<file path="src/rtl/cfgx_pkg.sv">
package cfgx_pkg;

   localparam int ROLE_PHY = 0;
   localparam int ROLE_MAC = 1;

   localparam int          ACK_BIT  = 14;
   localparam logic [15:0] ACK_WORD = 16'h4001;

   typedef struct packed {
      logic       link;
      logic       duplex;
      logic [1:0] speed;
   } lstat_t;

   typedef enum logic [1:0] {
      PH_DATA = 2'd0,
      PH_WAIT = 2'd1,
      PH_HOLD = 2'd2
   } phy_st_e;

   // Build the status word: link at 15, duplex at 12, speed at 11:10, bit 0 set.
   function automatic logic [15:0] pack_status(lstat_t s);
      return {s.link, 2'b00, s.duplex, s.speed, 9'd0, 1'b1};
   endfunction

endpackage

</file>
<file path="src/rtl/cfgx_timer.sv">
module cfgx_timer #(
   parameter int unsigned CYCLES = 200000
) (
   input  logic clk,
   input  logic rst_n,
   input  logic run,
   input  logic clear,
   output logic expired
);
   localparam int unsigned CW = $clog2(CYCLES + 1);

   if (CYCLES < 2) begin : g_bad_len
      $error("cfgx_timer: CYCLES must be at least 2");
   end

   logic [CW-1:0] cnt;

   assign expired = run && !clear && (cnt == CW'(CYCLES - 1));

   always_ff @(posedge clk or negedge rst_n) begin
      if (!rst_n)              cnt <= '0;
      else if (!run || clear)  cnt <= '0;
      else if (!expired)       cnt <= cnt + CW'(1);
   end


   no_overrun_chk: assert property (@(posedge clk) disable iff (!rst_n)
      cnt <= CW'(CYCLES - 1));

endmodule

</file>
<file path="src/rtl/cfgx_phy_side.sv">
module cfgx_phy_side
   import cfgx_pkg::*;
#(
   parameter int unsigned TIMER_CYCLES = 200000
) (
   input  logic        clk,
   input  logic        rst_n,
   input  lstat_t      live,
   input  logic        ack_in,
   output logic        tx_valid,
   output logic [15:0] tx_word,
   output logic        cfg_mode,
   output lstat_t      adv
);
   phy_st_e state;
   lstat_t  snap;
   logic    changed;
   logic    hold_done;

   assign changed = (live != snap);

   cfgx_timer #(.CYCLES(TIMER_CYCLES)) u_hold_tmr (
      .clk     (clk),
      .rst_n   (rst_n),
      .run     (state == PH_HOLD),
      .clear   (1'b0),
      .expired (hold_done)
   );

   always_ff @(posedge clk or negedge rst_n) begin
      if (!rst_n) begin
         state <= PH_DATA;
         snap  <= '0;
      end else begin
         unique case (state)
            PH_DATA: if (changed) begin
               snap  <= live;
               state <= PH_WAIT;
            end
            PH_WAIT: begin
               if (changed)     snap  <= live;
               else if (ack_in) state <= PH_HOLD;
            end
            PH_HOLD: begin
               if (changed) begin
                  snap  <= live;
                  state <= PH_WAIT;
               end else if (hold_done) begin
                  state <= PH_DATA;
               end
            end
            default: state <= PH_DATA;
         endcase
      end
   end

   assign cfg_mode = (state != PH_DATA);
   assign tx_valid = cfg_mode;
   assign tx_word  = cfg_mode ? pack_status(snap) : 16'h0000;
   assign adv      = snap;


   change_enters_cfg_chk: assert property (@(posedge clk) disable iff (!rst_n)
      (state == PH_DATA && changed) |=> (cfg_mode && tx_word == pack_status($past(live))));


   restart_on_change_chk: assert property (@(posedge clk) disable iff (!rst_n)
      (state != PH_DATA && changed) |=> (state == PH_WAIT));


   ack_to_hold_chk: assert property (@(posedge clk) disable iff (!rst_n)
      (state == PH_WAIT && ack_in && !changed) |=> (state == PH_HOLD));


   hold_exit_timer_chk: assert property (@(posedge clk) disable iff (!rst_n)
      $fell(cfg_mode) |-> $past(hold_done));


   no_ack_stay_chk: assert property (@(posedge clk) disable iff (!rst_n)
      (state == PH_WAIT && !ack_in) |=> cfg_mode);

endmodule

</file>
<file path="src/rtl/cfgx_mac_side.sv">
module cfgx_mac_side
   import cfgx_pkg::*;
#(
   parameter int unsigned TIMER_CYCLES  = 200000,
   parameter int unsigned CONFIRM_COUNT = 3
) (
   input  logic        clk,
   input  logic        rst_n,
   input  logic        rx_valid,
   input  logic [15:0] rx_word,
   output logic        tx_valid,
   output logic [15:0] tx_word,
   output logic        cfg_mode,
   output lstat_t      latched
);
   localparam int unsigned NW = $clog2(CONFIRM_COUNT + 1);

   if (CONFIRM_COUNT < 2) begin : g_bad_confirm
      $error("cfgx_mac_side: CONFIRM_COUNT must be at least 2");
   end

   logic [15:0]   cand;
   logic [NW-1:0] run_cnt;
   logic          ack_on;
   logic          accept;
   logic          same;
   logic          idle_exp;

   assign accept = rx_valid && rx_word[0];
   assign same   = (rx_word == cand);

   cfgx_timer #(.CYCLES(TIMER_CYCLES)) u_idle_tmr (
      .clk     (clk),
      .rst_n   (rst_n),
      .run     (ack_on),
      .clear   (accept),
      .expired (idle_exp)
   );

   always_ff @(posedge clk or negedge rst_n) begin
      if (!rst_n) begin
         cand    <= '0;
         run_cnt <= '0;
         ack_on  <= 1'b0;
         latched <= '0;
      end else if (accept) begin
         if (same) begin
            if (run_cnt != NW'(CONFIRM_COUNT)) run_cnt <= run_cnt + NW'(1);
            if (run_cnt >= NW'(CONFIRM_COUNT - 1)) begin
               latched.link   <= rx_word[15];
               latched.duplex <= rx_word[12];
               latched.speed  <= rx_word[11:10];
               ack_on         <= 1'b1;
            end
         end else begin
            cand    <= rx_word;
            run_cnt <= NW'(1);
            ack_on  <= 1'b0;
         end
      end else if (idle_exp) begin
         ack_on <= 1'b0;
      end
   end

   assign tx_valid = ack_on;
   assign cfg_mode = ack_on;
   assign tx_word  = ack_on ? ACK_WORD : 16'h0000;


   latch_needs_run_chk: assert property (@(posedge clk) disable iff (!rst_n)
      !$stable(latched) |-> $past(accept && same));


   ignore_bad_chk: assert property (@(posedge clk) disable iff (!rst_n)
      (rx_valid && !rx_word[0]) |=> ($stable(latched) && $stable(cand)));


   mismatch_drops_ack_chk: assert property (@(posedge clk) disable iff (!rst_n)
      (accept && !same) |=> !tx_valid);


   ack_word_chk: assert property (@(posedge clk) disable iff (!rst_n)
      tx_valid |-> (tx_word[ACK_BIT] && tx_word[0]));


   idle_drop_chk: assert property (@(posedge clk) disable iff (!rst_n)
      $fell(ack_on) |-> $past(accept || idle_exp));

endmodule

</file>
<file path="src/rtl/cfg_word_handshake.sv">
module cfg_word_handshake
   import cfgx_pkg::*;
#(
   parameter int          ROLE          = 0,
   parameter int unsigned TIMER_CYCLES  = 200000,
   parameter int unsigned CONFIRM_COUNT = 3
) (
   input  logic        clk,
   input  logic        rst_n,
   input  logic        link_in,
   input  logic        duplex_in,
   input  logic [1:0]  speed_in,
   input  logic [15:0] rx_word,
   input  logic        rx_valid,
   output logic [15:0] tx_word,
   output logic        tx_valid,
   output logic        cfg_mode,
   output logic        link_out,
   output logic        duplex_out,
   output logic [1:0]  speed_out
);
   lstat_t st_out;

   assign link_out   = st_out.link;
   assign duplex_out = st_out.duplex;
   assign speed_out  = st_out.speed;

   if (ROLE != ROLE_PHY && ROLE != ROLE_MAC) begin : g_bad_role
      $error("cfg_word_handshake: ROLE must be 0 (PHY) or 1 (MAC)");
   end

   if (ROLE == ROLE_PHY) begin : g_phy
      lstat_t live_st;
      logic   ack_in;
      logic   unused_rx_bits;

      assign live_st        = '{link: link_in, duplex: duplex_in, speed: speed_in};
      assign ack_in         = rx_valid && rx_word[ACK_BIT] && rx_word[0];
      assign unused_rx_bits = ^{rx_word[15], rx_word[13:1]};

      cfgx_phy_side #(.TIMER_CYCLES(TIMER_CYCLES)) u_phy (
         .clk      (clk),
         .rst_n    (rst_n),
         .live     (live_st),
         .ack_in   (ack_in),
         .tx_valid (tx_valid),
         .tx_word  (tx_word),
         .cfg_mode (cfg_mode),
         .adv      (st_out)
      );
   end else begin : g_mac
      logic unused_phy_in;

      assign unused_phy_in = ^{link_in, duplex_in, speed_in};

      cfgx_mac_side #(
         .TIMER_CYCLES  (TIMER_CYCLES),
         .CONFIRM_COUNT (CONFIRM_COUNT)
      ) u_mac (
         .clk      (clk),
         .rst_n    (rst_n),
         .rx_valid (rx_valid),
         .rx_word  (rx_word),
         .tx_valid (tx_valid),
         .tx_word  (tx_word),
         .cfg_mode (cfg_mode),
         .latched  (st_out)
      );
   end


   reset_quiet_chk: assert property (@(posedge clk) disable iff (!rst_n)
      $rose(rst_n) |-> (!tx_valid && !cfg_mode));

endmodule

</file>
<file path="config.mk">
export PLATFORM = sky130hd
export DESIGN_NAME = cfg_word_handshake
export DESIGN_NICKNAME = d
export VERILOG_FILES = /design/src/rtl/cfgx_pkg.sv /design/src/rtl/cfgx_timer.sv /design/src/rtl/cfgx_phy_side.sv /design/src/rtl/cfgx_mac_side.sv /design/src/rtl/cfg_word_handshake.sv
export SDC_FILE = /design/constraint.sdc
export NUM_CORES = 1
export LEC_CHECK = 0
export CAP_MARGIN = 20
export CORE_MARGIN = 1.5
export CORE_UTILIZATION = 30
export CTS_CLUSTER_DIAMETER = 150
export DETAILED_ROUTE_END_ITERATION = 12
export GPL_TIMING_DRIVEN = 1
export SETUP_SLACK_MARGIN = 0.5
export SLEW_MARGIN = 0
export SYNTH_ARGS = -nofsm -noshare
export SYNTH_HDL_FRONTEND = slang
export SYNTH_SLANG_ARGS = --single-unit
</file>
<file path="constraint.sdc">
create_clock -name clk -period 2.1 [get_ports clk]
set_clock_uncertainty 0.2 [all_clocks]
set_input_delay 0.63 -clock clk [delete_from_list [all_inputs] [get_ports clk]]
set_output_delay 0.63 -clock clk [all_outputs]
set_load 0.01 [all_outputs]
</file>
=== Yosys cells after proc, flatten, opt, wreduce, memory -nomap -nowiden ===
Cells that the tools add are included.

* Bits of input ports: 23
* Register bits after elaboration: 24

* Add/sub/neg operators: 1
* Reductions and logical operators: 8
* Eq/ne operators: 9
* Muxes and demuxes: 9

{| class="wikitable"
|+ Operators by type and width
! operator !! number
|-
| 18-bit two-way mux || 2
|-
| 18-bit by 1-bit adder with 18-bit output (second input constant) || 1
|-
| 18-bit == test (second input constant) || 1
|-
| 16-bit two-way mux || 1
|-
| 2-bit two-way mux || 5
|-
| 2-bit != test (second input constant) || 3
|-
| 2-bit case mux with 3 select lines || 1
|-
| 4-bit != test || 1
|-
| 4-bit AND reduction || 1
|-
| 1-bit logical AND || 3
|-
| 3-bit by 1-bit != test with 1-bit output (second input constant) || 1
|-
| 3-bit OR reduction || 1
|-
| 2-bit by 1-bit == test with 1-bit output (second input constant) || 1
|-
| 2-bit == test (second input constant) || 1
|-
| 2-bit logical NOT || 1
|-
| 2-bit by 1-bit != test with 1-bit output (second input constant) || 1
|-
| 2-bit AND reduction || 1
|-
| 2-bit nonzero test || 1
|}

=== Logic depth before layout (Yosys ltp) ===
Gate-level depths: netlist of run 1.

* Word-level depth: 5
* Mapped depth: 5
* Mapped depth without buffers: 5

=== Hierarchy ===
Synthesis of run 1 repeated with hierarchy kept, for this count alone.

* Cells, all modules: 145
* Area, all modules: 1405.1 µm²

{| class="wikitable"
|+ By module, submodules not included
! module !! cells each !! sequential area each (µm²) !! times used !! area each (µm²)
|-
| cfgx_timer || 102 || 450.4 || 1 || 967.2
|-
| cfgx_phy_side || 42 || 150.1 || 1 || 431.7
|-
| cfg_word_handshake || 1 || 0.0 || 1 || 6.3
|}

=== Least setup slack after synthesis of run 1 ===
No wires, ideal clock.

* Path kind: register to register
* From: reg g_phy.u_phy.u_hold_tmr.cnt[14]
* To: reg g_phy.u_phy.u_hold_tmr.cnt[1]
* Cell stages (with the launch flop): 5
* Data required time: 1.764 ns
* Path buffers: 0
* Setup slack: 0.110 ns
* Period minus slack after synthesis: 1.990 ns
* Arrival time: 1.654 ns
* Library setup time: 0.136 ns
* Cell sequence: dfrtp_1 or4b_4 or4_4 o21ai_0 a21oi_1

* Longest elaborated chain between the ends: 3

{| class="wikitable"
|+ Ends and longest elaborated chain
! item !! RTL line !! source
|-
| start, declared || cfgx_timer.sv:16 || <nowiki>logic [CW-1:0] cnt;</nowiki>
|-
| start signal, assigned || cfgx_timer.sv:23 || <nowiki>else if (!expired) cnt <= cnt + CW'(1);</nowiki>
|-
| 18-bit == test || cfgx_timer.sv:18 || <nowiki>assign expired = run && !clear && (cnt == CW'(CYCLES - 1));</nowiki>
|-
| 1-bit logical AND || cfgx_timer.sv:18 ||
|-
| 2-bit != test (no source line) || - ||
|}

Every way passes these cells.
A chain may end at the register's enable or synchronous reset.

=== Worst setup path in the final report of run 1 ===
* From: reg g_phy.u_phy.u_hold_tmr.cnt[15]
* To: reg g_phy.u_phy.state[1]

* Longest elaborated chain between the ends: 4

{| class="wikitable"
|+ Ends and longest elaborated chain
! item !! RTL line !! source
|-
| 18-bit == test || cfgx_timer.sv:18 ||
|-
| 1-bit logical AND || cfgx_timer.sv:18 ||
|-
| 3-bit by 1-bit != test with 1-bit output (no source line) || - ||
|-
| 4-bit AND reduction (no source line) || - ||
|-
| end signal, assigned || cfgx_phy_side.sv:32 || <nowiki>state <= PH_DATA;</nowiki>
|-
| end signal, assigned || cfgx_phy_side.sv:38 || <nowiki>state <= PH_WAIT;</nowiki>
|-
| end signal, assigned || cfgx_phy_side.sv:42 || <nowiki>else if (ack_in) state <= PH_HOLD;</nowiki>
|-
| end, declared || cfgx_phy_side.sv:15 || <nowiki>phy_st_e state;</nowiki>
|}

Every way passes these cells.

==> results of run 1 <==
-- worst paths after layout --
check                                                     from                             end  slack, ns  cells past startpoint
worst min-delay path             g_phy.u_phy.u_hold_tmr.cnt[3]   g_phy.u_phy.u_hold_tmr.cnt[3]       0.35                      1
min in group asynchronous                                rst_n  g_phy.u_phy.u_hold_tmr.cnt[14]       0.52                      2
worst max register to register  g_phy.u_phy.u_hold_tmr.cnt[15]            g_phy.u_phy.state[1]       0.09                      4
worst min register to register   g_phy.u_phy.u_hold_tmr.cnt[3]   g_phy.u_phy.u_hold_tmr.cnt[3]       0.35                      1
worst max-delay path            g_phy.u_phy.u_hold_tmr.cnt[15]            g_phy.u_phy.state[1]       0.09                      4
max in group asynchronous                                rst_n   g_phy.u_phy.u_hold_tmr.cnt[3]       0.93                      2
-- placed cells by master, fill, tap and decap left out, types with 2 or more instances in the layout --
cell,instances
buf_2,7
clkbuf_8,4
nor4_4,3
dfrtp_2,3
nand2_2,4
nand4_1,5
clkdlybuf4s50_1,4
xnor2_1,6
nor2_1,11
o211ai_1,2
mux2_2,4
a21oi_1,9
dfrtp_1,21
or3_1,5
nor2b_1,4
nand2_1,11
dlygate4sd2_1,3
buf_4,31
buf_6,10
or4_4,6
xor2_1,3
nand3_1,5
conb_1,11
o21ai_2,2
and3_1,3
o21ai_0,6
-- state kept, by name, summed over array words and instances, names as in the netlist --
signal	count
g_phy.u_phy.adv	4
g_phy.u_phy.state	2
g_phy.u_phy.u_hold_tmr.cnt	18
-- report_power, final --
| part | switching (mW) | internal, mW |
|---|---|---|
| Clock | 0.145 | 0.167 |
| Sequential | 0.00327 | 0.466 |
| Combinational | 0.0413 | 0.0436 |
-- final cells by class --
class                   count  area, um2  share of cell area (%)
multi-input cells         116      820.8                   40.80
flip-flops and latches     24      604.3                   30.04
repair buffers             56      459.2                   22.82
well taps                  52      65.06                   3.234
clock buffers               4      55.05                   2.736
inverters                   2      7.507                  0.3731
-- metal layers --
layer	vias up	GRT usage, %
li1	610	-
met1	597	17.83
met2	30	22.12
met3	2	3.704
met4	0	2.516
met5	-	0
-- logic make-up after synthesis --
| group | Yosys count | synth area share, % |
|---|---|---|
| buf+inv | 16 | 7.930 |
| flops | 24 | 43.76 |
| mux | 4 | 3.281 |
| fa+ha+maj | 1 | 0.9114 |
| simple gates | 65 | 27.25 |
| xor+xnor | 9 | 5.743 |
| other cells | 1 | 0.2732 |
| compound gates | 26 | 10.85 |
-- stage by stage --
step / utilization [%] / setup slack, ns / hold WS (ns) / instance area [um2] / instances
2_1_floorplan: - / 0.1389 / 0.1344 / 1428 / 156
3_3_place_gp: 37.96 / 0.07567 / 0.3462 / 1664 / 225
3_5_place_dp: 37.96 / 0.05821 / 0.3507 / 1664 / 225
4_1_cts: 43.55 / 0.1079 / 0.3650 / 1909 / 249
5_1_grt: 45.89 / 0.04951 / 0.3800 / 2012 / 254
6_report: 45.89 / 0.08978 / 0.3453 / 2012 / 254
-- what timing repair did --
action | 4_1_cts | 5_1_grt
setup buffers | 20 | 5
gates cloned | 0 | 0
setup endpoints to repair | 30 | 31
pin swaps | 14 | 11
gates resized for setup | 67 | 17
==> impl_metrics.py, run 1 <==
metrics = {
    "worst_setup_path": {
        "critPathMaxStageDelay_ns": 0.54,
        "critPathKind": "reg -> reg",
        "cp.required_ns": 2.05,
        "cp-end-kind": "register",
        "arrival_ns": 1.96,
        "crit_fanout": 4,
        "cp_top_family": "simple AND/OR/NAND/NOR gates",
        "path_cells": "or4_4 -> or4_4 -> o21ai_2 -> a21oi_1",
        "crit_top_cell": "or4_4",
        "start_kind": "register",
        "crit_buf_inv": 0,
        "crit_slowest_cell": "or4_4",
    },
    "floorplanning": {
        "die_width_um": 70.64,
        "fp.dieArea_um2": 4990,
        "die_height_um": 70.64,
        "start_util_pct": 31.31,
        "core_area_um2": 4384,
        "io-pin-count": 45,
        "num_rows": 24,
    },
    "routing": {
        "avgViaCountPerCell": 4.878,
        "met1_length_um": 1452,
        "first_iter_violations": 33,
        "wl_per_cell_um": 12.26,
        "num_vias": 1239,
        "wl_met3_um": 145,
        "firstDrtPassIters": 4,
        "route.met2.wl_um": 1499,
        "ant_nets": 0,
        "top_layer": "met4",
        "totalWireLength_um": 3114,
        "drc": 0,
    },
    "timing": {
        "hold_viol": 0,
        "setup_viol": 0,
        "grt_setup_unrepaired": "true",
        "drv_slew": 0,
        "fmax_ghz": 0.4975,
        "min_period_ns": 2.010,
        "tns_ns": 0,
        "min_period_over_period_pct": 95.72,
    },
    "synth": {
        "synth_commonest_cells": "dfrtp_1 (24), nand2_1 (15), buf_4 (13), nor2_1 (12), a21oi_1 (10)",
        "synth.avg_cell_area_um2": 9.401,
        "synth_top_area_share_pct": 43.76,
        "yosysWarningCount": 0,
        "synth_seq_cells": 24,
        "yosys.area.top_type": "dfrtp_1",
        "yosys-top-cells-area": "dfrtp_1 (44%), buf_4 (7.1%), nand2_1 (4.1%)",
        "synth_cells": 146,
        "synth_flop_cell": "dfrtp_1",
        "synthesis.area_um2": 1373,
        "synth-seq-area-share_pct": 43.76,
        "synth.distinct_cells": 31,
        "synth-async-reset-ratio_pct": 100.0,
        "synth-edff-count": 0,
        "yosysMostFrequentCell": "dfrtp_1",
    },
    "layout": {
        "drive_gt1_share_pct": 42.08,
        "layout.nets": 227,
        "flow.area_growth_from_synthesis_pct": 46.58,
        "nFillCells": 434,
        "antenna-diode-count": 0,
    },
    "clock_network": {
        "cts_buffer_depth": 2,
        "cts_buffers": 3,
        "clk-insertion-delay-late_ns": 0.26,
        "cts.clk_slew.worst_paths_ns": 0.08,
        "cts_hold_repair.buffers": 0,
        "cts_tree": "built",
        "cts_root_buffer": "clkbuf_8",
        "clock_sinks": 24,
        "cts_max_level": 1,
    },
    "global_routing": {
        "grt_max_degree": 25,
        "first_global_vias": 1200,
        "grt_usage_pct": 13.38,
        "grt_pass1_wl_um": 5430,
        "overflow": 0,
        "antenna_found_initial": 0,
    },
    "place": {
        "routabilityCongestion": 0.8014,
        "dp_hpwl_um": 2039,
        "portBuffers": 19,
    },
    "run_status": {
        "status": "completed",
    },
    "pwr": {
        "total_power_mw": 0.8669,
        "ir_drop_mv": 0.3472,
        "power_density_nw_per_um2": 430.9,
        "leakage_nw": 0.8930,
    },
    "worst_hold_path": {
        "min_path_type": "reg -> reg",
    },
    "job": {
        "cap_violations": 0,
    },
}
Note: power is estimated with default switching activity, not from simulation.
==> inputs of run 2 (changes only) <==
--- a/config.mk
+++ b/config.mk
@@ -7,10 +7,11 @@
 export LEC_CHECK = 0
 export CAP_MARGIN = 20
 export CORE_MARGIN = 1.5
-export CORE_UTILIZATION = 30
+export CORE_UTILIZATION = 41
 export CTS_CLUSTER_DIAMETER = 150
 export DETAILED_ROUTE_END_ITERATION = 12
 export GPL_TIMING_DRIVEN = 1
+export PLACE_DENSITY = 0.75
 export SETUP_SLACK_MARGIN = 0.5
 export SLEW_MARGIN = 0
 export SYNTH_ARGS = -nofsm -noshare
==> run 2 against run 1 <==
  * Sequential cell count did not move
  * Utilization rose by 16 points
  * Setup slack got worse by 0.030 ns
  * Total power fell by 12%
  * Largest power group unchanged
  * Via count rose by 6.5%
  * Clock power fell by 35%
  * Non-clock buffer count fell by 3
  * Final area fell by 3.9%
  * Global-route usage rose by 7.6 points
  * Sequential share of layout area rose by 1.2 points
  * Critical path depth did not move
  * Combinational power rose by 2%
==> impl_metrics.py, run 2 (synthesis results as in run 1) <==
metrics = {
    "run_status": {
        "status": "completed",
    },
    "layout": {
        "largest-register": "g_phy.u_phy.u_hold_tmr.cnt",
        "drive_gt1_share_pct": 40.91,
        "flow.area_growth_from_synthesis_pct": 40.84,
        "layout.nets": 224,
        "antenna-diode-count": 0,
        "final_cell_mix": "buf_4 (30), dfrtp_1 (22), nand2_1 (13), nor2_1 (11), conb_1 (11)",
        "final_common_cell": "buf_4",
        "largest_reg_flops": 18,
        "design_area_um2": 1933,
    },
    "clock_network": {
        "cts_buffers": 3,
        "cts.clk_slew.worst_paths_ns": 0.12,
        "cts_max_level": 1,
        "cts_tree": "built",
        "clk-insertion-delay-late_ns": 0.32,
        "clock_sinks": 24,
        "cts_buffer_depth": 2,
        "cts_root_buffer": "clkbuf_4",
    },
    "timing": {
        "finalWorstSetupSlack_ns": 0.05974,
        "min_period_over_period_pct": 97.16,
        "drv_slew": 0,
        "min_period_ns": 2.040,
        "setup_viol": 0,
        "grt_setup_unrepaired": "true",
        "holdWs_ns": 0.3840,
        "fmax_ghz": 0.4901,
        "hold_viol": 0,
    },
    "routing": {
        "totalWireLength_um": 3626,
        "wl_per_cell_um": 14.98,
        "route.met2.wl_um": 1832,
        "ant_nets": 0,
        "top_layer": "met4",
        "met1_length_um": 1350,
        "first_iter_violations": 44,
        "avgViaCountPerCell": 5.455,
        "firstDrtPassIters": 4,
        "drc": 0,
        "num_vias": 1320,
        "wl_met3_um": 243,
    },
    "place": {
        "dp_hpwl_um": 2122,
        "routabilityCongestion": 0.8151,
        "pre_cts_ws_ns": 0.06645,
        "portBuffers": 19,
        "placed_cell_area_um2": 1639,
    },
    "worst_setup_path": {
        "critPathMaxStageDelay_ns": 0.56,
        "r2r_end": "g_phy.u_phy.u_hold_tmr.cnt[1]",
        "path_cells": "or4b_4 -> or4_4 -> o21ai_2 -> a21oi_1",
        "cp-end-kind": "register",
        "worst_r2r_path_depth": 4,
        "critPathKind": "reg -> reg",
        "reg2reg_setup_slack_ns": 0.06,
        "crit_slowest_cell": "or4b_4",
        "cp.required_ns": 2.12,
        "arrival_ns": 2.06,
        "crit_fanout": 4,
        "start_kind": "register",
        "worstReg2RegStart": "g_phy.u_phy.u_hold_tmr.cnt[14]",
    },
    "pwr": {
        "ir_drop_mv": 0.1924,
        "power_density_nw_per_um2": 393.4,
        "total_power_mw": 0.7604,
        "leakage_nw": 0.8608,
    },
    "worst_hold_path": {
        "whs_path_depth": 2,
        "min_path_type": "reg -> reg",
        "min_from": "g_phy.u_phy.u_hold_tmr.cnt[17]",
        "holdPathEnd": "g_phy.u_phy.u_hold_tmr.cnt[17]",
    },
    "floorplanning": {
        "fp.dieArea_um2": 3704,
        "start_util_pct": 43.88,
        "num_rows": 20,
        "die_height_um": 60.86,
        "core_area_um2": 3128,
        "io-pin-count": 45,
        "die_width_um": 60.86,
    },
    "global_routing": {
        "overflow": 0,
        "grt_pass1_wl_um": 5658,
        "first_global_vias": 1321,
        "grt_usage_pct": 20.96,
        "grt_max_degree": 25,
        "antenna_found_initial": 0,
    },
    "job": {
        "cap_violations": 0,
    },
}
-- run 2: where the power goes --
group | switching, mW | internal [mW]
registers | 0.00306 | 0.467
clock network | 0.136 | 0.0674
logic | 0.0442 | 0.0427
total | 0.184 | 0.577
-- run 2: worst max path at each step --
stage	startpoint	end	slack, ns
2_1_floorplan	g_phy.u_phy.u_hold_tmr.cnt[9]	g_phy.u_phy.u_hold_tmr.cnt[0]	0.14
3_3_place_gp	g_phy.u_phy.u_hold_tmr.cnt[15]	g_phy.u_phy.state[1]	0.09
3_5_place_dp	g_phy.u_phy.u_hold_tmr.cnt[15]	g_phy.u_phy.state[1]	0.07
4_1_cts	g_phy.u_phy.state[0]	tx_word[11]	0.06
5_1_grt	g_phy.u_phy.u_hold_tmr.cnt[14]	g_phy.u_phy.u_hold_tmr.cnt[1]	-0.002
6_report	g_phy.u_phy.u_hold_tmr.cnt[14]	g_phy.u_phy.u_hold_tmr.cnt[1]	0.06
-- run 2: timing repair --
action / 4_1_cts / 5_1_grt
buffers inserted: 21 / 3
resized for setup: 64 / 14
hold buffers: 0 / 0
setup endpoints to repair: 28 / 31
pin swaps: 15 / 9
-- run 2: metrics by stage --
stage          utilization, %    TNS, ns  cells
6_report                61.80          0    242
5_1_grt                 61.80  -0.001510    242
2_1_floorplan               -          0    156
4_1_cts                 59.36          0    239
3_5_place_dp            52.40          0    215
3_3_place_gp            52.40          0    215
-- run 2: area by class of cell --
class,count,area [um2]
clock buffers,3,22.52
well taps,44,55.05
inverters,2,7.507
flip-flops and latches,24,603.1
multi-input cells,116,810.8
fillers,254,1195
repair buffers,53,434.2
-- run 2: critical path: cells and delay by family (launching register included) --
family / cells / cell delay (ns)
AO/OA/AOI/OAI: 2 / 0.21
AND/OR/NAND/NOR: 2 / 1.11
flip-flops: 1 / 0.42
-- run 2: metal layers --
layer / up-vias / track usage, %
li1: 605 / -
met1: 631 / 22.96
met2: 60 / 37.17
met3: 24 / 3.625
met4: 0 / 13.35
met5: - / 0
==> inputs of run 3 (changes only) <==
--- a/config.mk
+++ b/config.mk
@@ -5,13 +5,15 @@
 export SDC_FILE = /design/constraint.sdc
 export NUM_CORES = 1
 export LEC_CHECK = 0
+export ABC_AREA = 1
 export CAP_MARGIN = 20
 export CORE_MARGIN = 1.5
-export CORE_UTILIZATION = 41
+export CORE_UTILIZATION = 42
 export CTS_CLUSTER_DIAMETER = 150
 export DETAILED_ROUTE_END_ITERATION = 12
 export GPL_TIMING_DRIVEN = 1
 export PLACE_DENSITY = 0.75
+export RECOVER_POWER = 50
 export SETUP_SLACK_MARGIN = 0.5
 export SLEW_MARGIN = 0
 export SYNTH_ARGS = -nofsm -noshare
==> run 3 against run 2 <==
  * Maximum frequency rose by 0.68%
  * First-iteration DRC count rose by 140%
  * Hold slack got worse by 0.057 ns
  * Sequential share of layout area fell by 1.7 points
  * Global-route usage fell by 3.6 points
  * Register-to-register slack improved by 0.14 ns
  * Largest cell class unchanged
  * Die area rose by 8.0%
==> impl_metrics.py, run 3 <==
metrics = {
    "synth": {
        "synth_commonest_cells": "nand2_1 (50), nor2_1 (34), inv_1 (28), dfrtp_1 (24), buf_4 (13)",
        "synth_flop_cell": "dfrtp_1",
        "synth_cells": 209,
        "yosys.area.top_type": "dfrtp_1",
        "synth-simple-area-share_pct": 33.25,
        "synthesis.area_um2": 1524,
        "synth-async-reset-ratio_pct": 100.0,
        "synth_mux_area_share_pct": 0,
        "synth.distinct_cells": 28,
        "synth_seq_cells": 24,
        "yosysWarningCount": 0,
        "synth_top_area_share_pct": 39.41,
        "yosys-top-cells-area": "dfrtp_1 (39%), nand2_1 (12%), nor2_1 (8.4%)",
        "synth-edff-count": 0,
        "synth-compound-area-share_pct": 7.800,
        "synth-seq-area-share_pct": 39.41,
        "synth_top_family_by_area": "simple AND/OR/NAND/NOR gates",
        "synth.avg_cell_area_um2": 7.292,
        "yosys.area_share.xor_xnor_pct": 4.598,
        "synthAdderAreaFrac_pct": 0.8210,
        "yosysMostFrequentCell": "nand2_1",
    },
    "pwr": {
        "total_power_mw": 1.032,
        "leakage_nw": 0.9621,
        "power_density_nw_per_um2": 505.5,
        "ir_drop_mv": 0.2889,
    },
    "place": {
        "placed_cell_area_um2": 1729,
        "routabilityCongestion": 0.8529,
        "portBuffers": 19,
        "dp.cells": 272,
        "dp_hpwl_um": 2092,
    },
    "layout": {
        "final_common_cell": "nand2_1",
        "largest-register": "g_phy.u_phy.u_hold_tmr.cnt",
        "layout.nets": 276,
        "seq_area_um2": 601.8,
        "multi_input_area_um2": 890.9,
        "largest_reg_flops": 18,
        "antenna-diode-count": 0,
        "drive_gt1_share_pct": 29.48,
        "flow.area_growth_from_synthesis_pct": 33.99,
        "design_area_um2": 2042,
        "layoutNonFillerInstCount": 297,
        "nFillCells": 313,
        "final_cell_mix": "nand2_1 (45), nor2_1 (26), inv_1 (24), dfrtp_1 (23)",
    },
    "timing": {
        "drv_slew": 0,
        "min_period_ns": 2.026,
        "worstMarginPinSlew_ns": 0.5816,
        "fmax_ghz": 0.4935,
        "grt_setup_unrepaired": "true",
        "setup_viol": 0,
        "hold_viol": 0,
        "min_period_over_period_pct": 96.50,
        "relSlewSlack_pct": 61.23,
    },
    "worst_setup_path": {
        "critPathKind": "reg -> out",
        "path_cells": "nor2_4 -> buf_6 -> inv_2 -> buf_2",
        "crit_fanout": 3,
        "worstReg2RegStart": "g_phy.u_phy.u_hold_tmr.cnt[1]",
        "arrival_ns": 1.20,
        "cp-end-kind": "output pin",
        "critPathLaunch": "g_phy.u_phy.state[0]",
        "cp.required_ns": 1.27,
        "critPathMaxStageDelay_ns": 0.43,
        "start_kind": "register",
        "crit_slowest_cell": "dfrtp_1",
    },
    "clock_network": {
        "cts_buffers": 3,
        "clock_sinks": 24,
        "cts_buffer_depth": 2,
        "cts_max_level": 1,
        "cts.clk_slew.worst_paths_ns": 0.14,
        "clk-insertion-delay-late_ns": 0.31,
        "cts_hold_repair.buffers": 0,
        "cts_tree": "built",
        "cts_root_buffer": "clkbuf_4",
    },
    "worst_hold_path": {
        "min_path_type": "reg -> reg",
        "min_from": "g_phy.u_phy.u_hold_tmr.cnt[8]",
    },
    "floorplanning": {
        "fp.dieArea_um2": 3999,
        "die_height_um": 63.24,
        "core_area_um2": 3416,
        "start_util_pct": 44.62,
        "num_rows": 21,
        "io-pin-count": 45,
        "die_width_um": 63.24,
    },
    "global_routing": {
        "first_global_vias": 1329,
        "grt_pass1_wl_um": 5678,
        "overflow": 0,
        "antenna_found_initial": 0,
        "grt_max_degree": 25,
        "grt_usage_pct": 17.34,
    },
    "routing": {
        "avgViaCountPerCell": 4.808,
        "totalWireLength_um": 3463,
        "drc": 0,
        "firstDrtPassIters": 4,
        "wl_per_cell_um": 11.66,
        "num_vias": 1428,
        "first_iter_violations": 107,
        "ant_nets": 0,
    },
    "run_status": {
        "status": "completed",
    },
    "job": {
        "cap_violations": 0,
    },
}
==> run 3: area by class of cell <==
cell class | count | share of cell area (%)
Multi-Input combinational cell | 154 | 43.63
Sequential cell | 24 | 29.47
Timing Repair Buffer | 40 | 16.18
Inverter | 29 | 5.331
Tap cell | 46 | 2.819
Clock inverter | 1 | 1.471
Clock buffer | 3 | 1.103
==> run 3: timing repair <==
item | 4_1_cts | 5_1_grt
pin swaps | 4 | 14
buffers inserted | 13 | 6
gates resized for setup | 61 | 37
setup endpoints to repair | 27 | 27
gates cloned | 1 | 1
==> run 3: routing by layer <==
metal	vias to the layer above	share of wire, %	GRT usage (%)
li1	713	-	-
met1	654	43	22.01
met2	53	51	29.52
met3	8	4.6	3.929
met4	0	1.4	5.163
met5	-	0	0
==> run 3: final timing paths <==
check | slack (ns) | to | cells past startpoint
setup reg to reg | 0.20 | g_phy.u_phy.u_hold_tmr.cnt[0] | 7
hold / removal | 0.33 | g_phy.u_phy.u_hold_tmr.cnt[8] | 1
hold reg to reg | 0.33 | g_phy.u_phy.u_hold_tmr.cnt[8] | 1
min in group asynchronous | 0.63 | g_phy.u_phy.u_hold_tmr.cnt[12] | 2
max in group asynchronous | 0.66 | g_phy.u_phy.u_hold_tmr.cnt[3] | 2
setup / recovery | 0.07 | tx_valid | 4
==> run 3: worst max-delay path, delay by kind of cell (launching register included) <==
kind,cells,cell delay (ns)
buf+inv,3,0.29
flops,1,0.43
simple gates,1,0.17
==> run 3: cell families (layout without fill, tap and decap cells) <==
group / after synthesis / count (layout)
other cells: 1 / 11
xor+xnor: 8 / 8
fa+ha+maj: 1 / 1
flops: 24 / 24
buf+inv: 43 / 73
compound gates: 21 / 22
simple gates: 111 / 112
==> run 3: power by group <==
group	switching [mW]	internal, mW	leakage, nW
registers	0.00771	0.473	0.320
logic	0.119	0.100	0.614
clock network	0.139	0.193	0.0279
total	0.266	0.766	0.962
==> run 3: metrics by stage <==
stage | hold slack (ns) | worst slack [ns] | setup TNS, ns | utilization (%)
final | 0.3272 | 0.07350 | 0 | 59.78
after global routing | 0.3630 | -0.01323 | -0.03794 | 59.78
after CTS | 0.3275 | 0.04905 | 0 | 55.13
after detailed placement | 0.3106 | -0.03169 | -0.1107 | 50.62
after global placement | 0.3045 | -0.01333 | -0.04612 | 50.62
after floorplan | 0.1344 | 0.5047 | 0 | -
